$ cat config.mk
export PLATFORM = sky130hd
export DESIGN_NAME = subirq_aggregator
export DESIGN_NICKNAME = d
export VERILOG_FILES = /design/src/rtl/sia_pkg.sv /design/src/rtl/sia_busif.sv /design/src/rtl/sia_sticky_bank.sv /design/src/rtl/sia_irq_merge.sv /design/src/rtl/subirq_aggregator.sv
export SDC_FILE = /design/constraint.sdc
export NUM_CORES = 1
export LEC_CHECK = 0
export BUFFER_PORTS_ARGS = -buffer_cell sky130_fd_sc_hd__buf_2
export CAP_MARGIN = 5
export CORE_MARGIN = 3
export CORE_UTILIZATION = 32
export CTS_BUF_LIST = sky130_fd_sc_hd__clkbuf_16
export DETAILED_ROUTE_END_ITERATION = 7
export GPL_TIMING_DRIVEN = 0
export MAX_ROUTING_LAYER = met4
export PLACE_DENSITY = 0.72
export SKIP_CTS_REPAIR_TIMING = 1
export SYNTH_ARGS = -nofsm -noshare
export SYNTH_HDL_FRONTEND = slang
export SYNTH_SLANG_ARGS = --single-unit
$ cat constraint.sdc
create_clock -name clk -period 1.94 [get_ports clk]
set_clock_uncertainty 0.2 [all_clocks]
set_input_delay 0.097 -clock clk [delete_from_list [all_inputs] [get_ports clk]]
set_output_delay 0.097 -clock clk [all_outputs]
set_load 0.005 [all_outputs]
$ cat src/rtl/sia_pkg.sv
// Package: shared widths and types for the sticky interrupt aggregator.
// Assumes a 32-bit register bus with byte offsets of ADDR_W bits.
package sia_pkg;
    localparam int unsigned REG_W  = 32;
    localparam int unsigned ADDR_W = 12;
    localparam int unsigned SRC_W  = 14;

    typedef logic [REG_W-1:0]  word_t;
    typedef logic [ADDR_W-1:0] addr_t;
endpackage

$ cat src/rtl/sia_busif.sv
// Module: register bus front end.
// Decodes write-one-to-clear requests for the status offset, registers a
// one-cycle clear pulse per implemented bit, and drives combinational read data.
// Assumes a single-cycle write strobe and side-effect-free reads.
module sia_busif
    import sia_pkg::*;
#(
    parameter addr_t       STATUS_OFS = 12'h688,
    parameter word_t       IMPL_MASK  = 32'h0000_23FF,
    parameter int unsigned PULSE_W    = SRC_W
) (
    input  logic               clk,
    input  logic               rst_n,
    input  addr_t              addr,
    input  logic               wr_en,
    input  word_t              wdata,
    input  word_t              status,
    output word_t              clr_req,
    output word_t              rd_data,
    output logic [PULSE_W-1:0] clr_pulse
);
    logic wr_hit;
    logic rd_hit;
    logic [PULSE_W-1:0] pulse_q;

    // Address decode for the single status register.
    always_comb begin
        wr_hit = wr_en && (addr == STATUS_OFS);
        rd_hit = (addr == STATUS_OFS);
    end

    // Clear request: ones written to implemented bit positions only.
    always_comb begin
        clr_req = wr_hit ? (wdata & IMPL_MASK) : '0;
    end

    // Read mux: status at the decoded offset, zero elsewhere.
    always_comb begin
        rd_data = rd_hit ? status : '0;
    end

    // Register the clear notification so it lasts exactly one cycle.
    always_ff @(posedge clk) begin
        if (!rst_n) pulse_q <= '0;
        else        pulse_q <= clr_req[PULSE_W-1:0];
    end

    assign clr_pulse = pulse_q;
endmodule

$ cat src/rtl/sia_sticky_bank.sv
// Module: bank of sticky status bits.
// Each implemented bit sets on a high request level and clears on a
// write-one request. Set wins over clear. Unimplemented positions are tied
// to zero. Assumes clr_vec is already masked to implemented positions.
module sia_sticky_bank
    import sia_pkg::*;
#(
    parameter word_t IMPL_MASK = 32'h0000_23FF
) (
    input  logic  clk,
    input  logic  rst_n,
    input  word_t set_vec,
    input  word_t clr_vec,
    output word_t status
);
    for (genvar i = 0; i < REG_W; i++) begin : g_bit
        if (IMPL_MASK[i]) begin : g_impl
            logic bit_q;
            // Sticky bit: reset to 0, set has priority, else write-one clears.
            always_ff @(posedge clk) begin
                if (!rst_n)          bit_q <= 1'b0;
                else if (set_vec[i]) bit_q <= 1'b1;
                else if (clr_vec[i]) bit_q <= 1'b0;
            end
            assign status[i] = bit_q;
        end else begin : g_rsvd
            logic unused_in;
            assign unused_in = set_vec[i] | clr_vec[i];
            assign status[i] = 1'b0;
        end
    end
endmodule

$ cat src/rtl/sia_irq_merge.sv
// Module: merges the status vector into one registered level interrupt.
// Assumes the status vector already excludes reserved positions.
module sia_irq_merge
    import sia_pkg::*;
(
    input  logic  clk,
    input  logic  rst_n,
    input  word_t status,
    output logic  irq
);
    logic irq_q;

    // Register the OR of all status bits.
    always_ff @(posedge clk) begin
        if (!rst_n) irq_q <= 1'b0;
        else        irq_q <= |status;
    end

    assign irq = irq_q;
endmodule

$ cat src/rtl/subirq_aggregator.sv
// Module: top of the sticky second-level interrupt aggregator.
// Latches request lines into a write-one-to-clear status register with no
// mask, raises a registered level interrupt while any bit is set, and emits
// per-bit clear pulses. Assumes request lines are synchronous to clk.
module subirq_aggregator
    import sia_pkg::*;
#(
    parameter addr_t STATUS_OFS = 12'h688,
    parameter word_t IMPL_MASK  = 32'h0000_23FF
) (
    input  logic              clk,
    input  logic              rst_n,
    input  logic [SRC_W-1:0]  src_req,
    input  logic [ADDR_W-1:0] bus_addr,
    input  logic              bus_wr_en,
    input  logic [REG_W-1:0]  bus_wdata,
    output logic [REG_W-1:0]  bus_rdata,
    output logic              irq_out,
    output logic [SRC_W-1:0]  clr_pulse
);
    word_t set_w;
    word_t clr_w;
    word_t status_w;

    // Widen request lines to register width.
    assign set_w = REG_W'(src_req);

    sia_busif #(
        .STATUS_OFS (STATUS_OFS),
        .IMPL_MASK  (IMPL_MASK),
        .PULSE_W    (SRC_W)
    ) u_busif (
        .clk       (clk),
        .rst_n     (rst_n),
        .addr      (bus_addr),
        .wr_en     (bus_wr_en),
        .wdata     (bus_wdata),
        .status    (status_w),
        .clr_req   (clr_w),
        .rd_data   (bus_rdata),
        .clr_pulse (clr_pulse)
    );

    sia_sticky_bank #(
        .IMPL_MASK (IMPL_MASK)
    ) u_bank (
        .clk     (clk),
        .rst_n   (rst_n),
        .set_vec (set_w),
        .clr_vec (clr_w),
        .status  (status_w)
    );

    sia_irq_merge u_merge (
        .clk    (clk),
        .rst_n  (rst_n),
        .status (status_w),
        .irq    (irq_out)
    );
endmodule

* After elaboration in Yosys (flattened, before gate mapping)
Cells that the tools add are included.
** Cells by class
- Muxes and demuxes :: 24
- Reduce and logical (&&, ||, !) cells :: 13
- Equal/unequal tests :: 1
** Operators with widths (count)
- 2-to-1 mux 14 bit :: 2
- 2-to-1 mux 1 bit :: 22
- nonzero test 2 bit :: 11
- equality test 12 x 11 -> 1 bit, second input constant :: 1
- OR reduction 11 bit :: 1
- logical AND 1 bit :: 1
** Storage, ports and cells
- Bits of input ports :: 61
- Output and inout bits :: 47
- Register bits after elaboration :: 26

* Depth between registers and ports, before layout
Gate-level depths: netlist (run 1).
- Depth in word-level cells :: 5
- Gate-level depth with buffers :: 4

* Modules after synthesis
A second synthesis (run 1) with hierarchy kept.
** Unflattened totals
- Cell total of the unflattened synthesis :: 248
- Area, all modules :: 2167.1 um2
** By module, submodules not included
- sia_busif :: seq. area each 220.2 um2, cells each 168, area each 1440.1 um2, instances 1
- sia_sticky_bank :: seq. area each 220.2 um2, cells each 67, area each 626.9 um2, instances 1
- sia_irq_merge :: seq. area each 20.0 um2, cells each 12, area each 96.3 um2, instances 1
- subirq_aggregator :: seq. area each 0.0 um2, cells each 1, area each 3.8 um2, instances 1

* Least setup slack after synthesis (run 1)
Ideal clock, no wire load.
- Path kind :: in2out
- From :: input port bus_addr[1]
- To :: output port bus_rdata[0]
- Buffers on the path :: 1
- Cell stages on the path :: 4
- Arrival time :: 1.205 ns
- Required time :: 1.643 ns
- Slack :: 0.438 ns
- Path through :: or4_4 > nor3_1 > clkbuf_1 > and2_1
** On the way
- Word-level cells in the longest chain between the ends :: 2
** RTL lines
- start: declaration :: RTL line subirq_aggregator.sv:14 : input logic [ADDR_W-1:0] bus_addr,
- equality test 12 x 11 -> 1 bit :: RTL line sia_busif.sv:29 : rd_hit = (addr == STATUS_OFS);
- 2-to-1 mux 14 bit :: RTL line sia_busif.sv:39 : rd_data = rd_hit ? status : '0;
- end: declaration :: RTL line subirq_aggregator.sv:17 : output logic [REG_W-1:0] bus_rdata,
Every way passes these cells.

* Final worst setup path (run 1)
- From :: input port bus_addr[1]
- To :: output port bus_rdata[7]
Same word-level chain as after synthesis.

==> run summary, run 1 <==
Placed Cells -> 245
Input/output buffers -> 59
Crit path DAT -> 1480 ps
Chip width -> 63.69 um
DRC -> 0
Vias -> 1108
Comb pwr share -> 0.148
Max Fclk -> 561.2 MHz
Total grt overflow -> 0
Largest net degree at the start of global routing -> 14
CTS Buffer Depth -> 2
FP Rows -> 20
Share of cells above drive strength 1 -> 0.4035
Final ANT Viol Nets -> 0
Dpl ws -> 24.58 ps
Yosys reg bits -> 23
Final WL -> 3.076 mm
Tot GR Track Use -> 0.1417
TritonCTS clock tree -> yes
Most frequent cell after synthesis -> buf_4
Final Max Slew Viols -> 0
Gate Count Post-Synth -> 119
Top_reg_cell synth -> dfxtp_1
Initial antenna violation count -> 0
Final Net Count -> 290
Cell Pwr Density -> 612.1 nW/um^2
Synth cell types -> 15
DR WL/cell -> 11.31 um
Die H -> 63.69 um
Later-pin clock latency in the skew report -> 250 ps
Async set-reset flop share out of synthesis -> 0
IO Count -> 108
CTS Buf Count -> 3
Vias in the first global route -> 981
Worst-path clk slew -> 60 ps
Reg power frac -> 0.451
Worst EP required -> 1640 ps
Critical Path End Type -> output pin
Status -> finished clean
P_int -> 0.0008700 W
ANT cells -> 0
Max-cap violations -> 0
Starting density of the core -> 0.3431
Crit-path max FO -> 10
Final Hold Violating Endpoints -> 0
Area delta synth->final -> 70.27%
Leak Pwr -> 1.038 nW
Synth area leader -> dfxtp_1
Post-synth EDFFs -> 0
Drt pass-1 iters -> 4
CTS H-Tree Depth -> 1
Register area share after synthesis -> 0.4324
Unrepaired setup endpoints after global routing -> false
Syn Area/Cell -> 8.948 um^2
# clock sinks -> 23
Vias per Instance -> 4.074
Post-Layout Cell Count -> 272
HPWL Detailed -> 2.151 mm
Setup total negative slack -> 0 ps
Commonest cells post-synth -> 26 x buf_4, 23 x dfxtp_1, 13 x inv_1
Die area -> 4056 um^2
Final weighted congestion in routability-driven placement -> 0.6855
First-pass GRT wire length -> 4.409 mm
Peak supply drop -> 0.0002915 V
Area of the core -> 3103 um^2
First DRT Iteration DRCs -> 35
CP startpoint kind -> input pin
Synth area leaders -> dfxtp_1 43%, buf_4 18%, a31oi_1 7.1%
Kind of critical path -> input pin to output pin
Switching power -> 0.0002398 W
Ys Warns -> 0
Power share of the clock group -> 0.400
Tmin final -> 1782 ps
Final Util -> 0.5843
Endpoints failing setup -> 0
Sw frac -> 0.2161
Fin worst setup slack -> 158.1 ps
Share of the synthesized area in the top cell type -> 0.4324
Root Buffer -> clkbuf_16
Hold Path Class -> input pin to flop
Min Hold Slack -> 91.25 ps
Fin crit share -> 0.9185
Synth Cell Area -> 1065 um^2
-- per-layer routing --
layer	part of all wire	up-vias	wire, um	global-route usage
met4	0.0046	0	14	0.04043
met2	0.48	55	1465	0.2282
met5	0	-	0	-
met3	0.096	2	295	0.04991
li1	-	568	-	-
met1	0.42	483	1301	0.1663
-- worst max-delay path, cell delays in order --
cell,delay (ps)
buf_2,90
or4_4,550
nor3_1,230
clkbuf_2,250
and2_1,150
buf_2,110
-- power by group through the flow --
stage	Combinational [W]	Clock, W	Sequential [W]
finish	0.000164	0.000444	0.000501
global route	0.000185	0.000474	0.000504
CTS	0.000125	0.000455	0.000501
detailed placement	0.000125	0	0.000511
global placement	0.000123	0	0.000511
floorplan	0.0000757	0	0.000508
-- layout by cell type, fill, tap and decap left out, drive strengths merged --
master / synthesis / routed
nor3: 2 / 2
dfxtp: 23 / 23
clkbuf: 2 / 5
dlygate4sd3: 0 / 23
o21ai: 11 / 11
or4: 1 / 1
buf: 27 / 86
and3: 11 / 11
nor4: 3 / 3
and2: 11 / 11
conb: 1 / 24
inv: 13 / 13
nand4bb: 2 / 2
clkinv: 0 / 1
a31oi: 12 / 12
-- path summary, 6_finish.rpt --
check / startpoint / end / slack (ps) / depth (start not counted)
max: bus_addr[1] / bus_rdata[7] / 160 / 6
min: bus_wr_en / u_busif.clr_pulse[7] / 90 / 4
max reg2reg: u_bank.g_bit[0].g_impl.bit_q / u_merge.irq / 850 / 2
min reg2reg: u_bank.g_bit[7].g_impl.bit_q / u_merge.irq / 340 / 2
-- stage by stage --
step           power (W)  instance area (um^2)
3_5_place_dp   0.0006365                  1501
4_1_cts         0.001081                  1582
5_1_grt         0.001162                  1813
6_report        0.001110                  1813
2_1_floorplan  0.0005838                  1151
3_3_place_gp   0.0006336                  1501
-- kinds of logic after synthesis --
group                  count (synthesis)  share of synthesized area
AO/OA/AOI/OAI                         23                     0.1222
flip-flops                            23                     0.4324
AND/OR/NAND/NOR                       30                     0.2021
buffers and inverters                 42                     0.2397
other                                  1                   0.003522
-- sequential cells by signal, indices dropped and copies added (netlist names) --
signal and count:
u_bank.g_bit.g_impl.bit_q 11, u_busif.clr_pulse 11, u_merge.irq 1
-- final cells by class --
cell class / instances / area (um^2)
plain buffers: 29 / 207.7
well taps: 44 / 55.05
inverters: 13 / 48.80
flip-flops and latches: 23 / 460.4
clock buffers: 3 / 75.07
fillers: 294 / 1290
clock inverters: 1 / 5.005
multi-input cells: 77 / 435.4
repair buffers: 82 / 525.5
Note: power is estimated with default switching activity, not from simulation.
==> inputs of run 2 (changes only) <==
--- a/config.mk
+++ b/config.mk
@@ -5,6 +5,7 @@
 export SDC_FILE = /design/constraint.sdc
 export NUM_CORES = 1
 export LEC_CHECK = 0
+export ABC_AREA = 1
 export BUFFER_PORTS_ARGS = -buffer_cell sky130_fd_sc_hd__buf_2
 export CAP_MARGIN = 5
 export CORE_MARGIN = 3
@@ -13,7 +14,7 @@
 export DETAILED_ROUTE_END_ITERATION = 7
 export GPL_TIMING_DRIVEN = 0
 export MAX_ROUTING_LAYER = met4
-export PLACE_DENSITY = 0.72
+export PLACE_DENSITY = 0.67
 export SKIP_CTS_REPAIR_TIMING = 1
 export SYNTH_ARGS = -nofsm -noshare
 export SYNTH_HDL_FRONTEND = slang
==> run summary, run 2 <==
Status -> finished clean
Worst Setup EP -> u_bank.g_bit[1].g_impl.bit_q
DRC -> 0 (unchanged)
Synth Cell Area -> 1280 um^2 (+20%)
Post-Layout Cell Count -> 328 (+21%)
Final Max Slew Viols -> 0 (unchanged)
CTS Buffer Depth -> 2 (unchanged)
Ys Warns -> 0 (unchanged)
Largest net degree at the start of global routing -> 14 (unchanged)
Synth area leaders -> dfxtp_1 36%, buf_4 15%, nand4_1 11%
Input/output buffers -> 59 (unchanged)
Most frequent cell after synthesis -> inv_1
Final Util -> 0.5415 (-0.04280)
CP startpoint kind -> input pin
Most frequent cells in the layout -> 60 x buf_2, 28 x inv_1, 26 x buf_4
Synth area leader -> dfxtp_1
Max-cap violations -> 0 (unchanged)
Placed Cells -> 300 (+22%)
Commonest non-fill, non-tap cell in the layout -> buf_2
Initial antenna violation count -> 0 (unchanged)
Tmin final -> 1587 ps (-194.8 ps)
Final Power -> 0.001134 W (+2.1%)
Leak Pwr -> 1.109 nW (+6.8%)
DR WL/cell -> 9.466 um (-16%)
Gate Count Post-Synth -> 170 (+43%)
Hold Path Class -> input pin to flop
Tot GR Track Use -> 0.1237 (-0.01798)
Peak supply drop -> 0.0002945 V (+1.0%)
Crit path DAT -> 1580 ps (+100 ps)
Starting density of the core -> 0.3394 (-0.003729)
Area of the core -> 3771 um^2 (+22%)
Unrepaired setup endpoints after global routing -> false
HPWL Detailed -> 2.431 mm (+13%)
Die area -> 4795 um^2 (+18%)
Vias -> 1319 (+19%)
Critical Path End Type -> flop
Share of the synthesized area in the top cell type -> 0.3597 (-0.07271)
FF-to-FF Start -> u_bank.g_bit[1].g_impl.bit_q
Vias in the first global route -> 1199 (+22%)
Later-pin clock latency in the skew report -> 250 ps (about the same)
# clock sinks -> 23 (unchanged)
Top_reg_cell synth -> dfxtp_1
Post-synth EDFFs -> 0 (unchanged)
First-pass GRT wire length -> 4.899 mm (+11%)
Syn Area/Cell -> 7.529 um^2 (-16%)
Flop-to-flop setup slack -> 580 ps (-270 ps)
Worst setup path start -> bus_wdata[1]
Total grt overflow -> 0 (unchanged)
Endpoints failing setup -> 0 (unchanged)
Fin crit share -> 0.8181 (-0.1004)
Post-DP Area -> 1722 um^2 (+15%)
RR Endpoint -> u_bank.g_bit[1].g_impl.bit_q
Max Fclk -> 630.1 MHz (+12%)
Fillers -> 387 (+32%)
CTS Buf Count -> 3 (unchanged)
Final weighted congestion in routability-driven placement -> 0.7239 (+5.6%)
Root Buffer -> clkbuf_16
Drt pass-1 iters -> 5 (+1)
IO Count -> 108 (unchanged)
First DRT Iteration DRCs -> 37 (+5.7%)
CTS H-Tree Depth -> 1 (unchanged)
Kind of critical path -> input pin to flop
ANT cells -> 0 (unchanged)
Synth cell types -> 19 (+4)
R2R cell count -> 3 (+1)
Die H -> 69.25 um (+8.7%)
Sequential Area -> 460.4 um^2 (unchanged)
TritonCTS clock tree -> yes
Register area share after synthesis -> 0.3597 (-0.07271)
Worst EP required -> 1940 ps (+300 ps)
Crit-path max FO -> 2 (-8)
Design Area, Final -> 2042 um^2 (+13%)
Min-delay src -> bus_wr_en
Worst-path clk slew -> 60 ps (about the same)
Final WL -> 3.105 mm (+0.94%)
Share of cells above drive strength 1 -> 0.4000 (-0.003509)
Yosys reg bits -> 23 (unchanged)
FP Rows -> 22 (+10%)
Final ANT Viol Nets -> 0 (unchanged)
Final Net Count -> 342 (+18%)
Commonest cells post-synth -> 28 x inv_1, 26 x buf_4, 23 x dfxtp_1, 23 x nand4_1, 15 x nand2_1
Vias per Instance -> 4.021 (-1.3%)
Area delta synth->final -> 59.53%
Chip width -> 69.25 um (+8.7%)
Setup total negative slack -> 0 ps (unchanged)
Cell Pwr Density -> 555.1 nW/um^2 (-9.3%)
Async set-reset flop share out of synthesis -> 0 (unchanged)
Final Hold Violating Endpoints -> 0 (unchanged)
Multi-input logic area -> 544.3 um^2 (+25%)
## run 2: critical path: stages
cell,delay [ps]
dlygate4sd3_1,540
buf_2,130
nand4_1,80
nand2_1,50
a21oi_1,120
dlygate4sd3_1,560
## run 2: per-layer routing
layer / routed length (um) / global-route usage / share of wire / up-vias
li1: - / - / - / 712
met1: 1279 / 0.1443 / 0.41 / 553
met2: 1569 / 0.2023 / 0.51 / 50
met3: 216 / 0.03188 / 0.070 / 4
met4: 40 / 0.04989 / 0.013 / 0
met5: 0 / - / 0 / -
## run 2: per-stage QoR
stage / hold WS (ps) / setup WS [ps]
finish: 21.56 / 352.9
global route: 60.50 / 294.4
CTS: -121.7 / 675.8
detailed placement: 145.0 / 676.1
global placement: 137.8 / 674.4
floorplan: 30.97 / 932.8
## run 2: how the worst min path moves through the flow
stage,endpoint,slack [ps],depth (start not counted)
6_report,u_bank.g_bit[13].g_impl.bit_q,20,4
5_1_grt,u_busif.clr_pulse[0],60,4
4_1_cts,u_bank.g_bit[9].g_impl.bit_q,-120,3
3_5_place_dp,u_bank.g_bit[9].g_impl.bit_q,150,3
3_3_place_gp,u_bank.g_bit[9].g_impl.bit_q,140,3
2_1_floorplan,u_bank.g_bit[0].g_impl.bit_q,30,2
## run 2: layout make-up
class                      count  share of cell area
multi-input combinational    108              0.2665
timing repair buffer          83              0.2623
sequential                    23              0.2255
buffer                        33              0.1238
inverter                      29             0.05331
clock buffer                   3             0.03676
tap                           48             0.02941
clock inverter                 1            0.002451
## run 2: logic make-up (layout without fill, tap and decap cells)
kind of cell / after synthesis / count (layout) / synth area share
AND/OR/NAND/NOR: 72 / 72 / 0.3069
buffers and inverters: 62 / 149 / 0.2825
flip-flops: 23 / 23 / 0.3597
AO/OA/AOI/OAI: 12 / 12 / 0.04790
other: 1 / 24 / 0.002930
## run 2: power by group
group	total (W)	switching, W	internal, W
Combinational	0.000195	0.0000830	0.000112
Clock	0.000436	0.000160	0.000277
Sequential	0.000502	0.0000119	0.000490
Total	0.00113	0.000254	0.000879
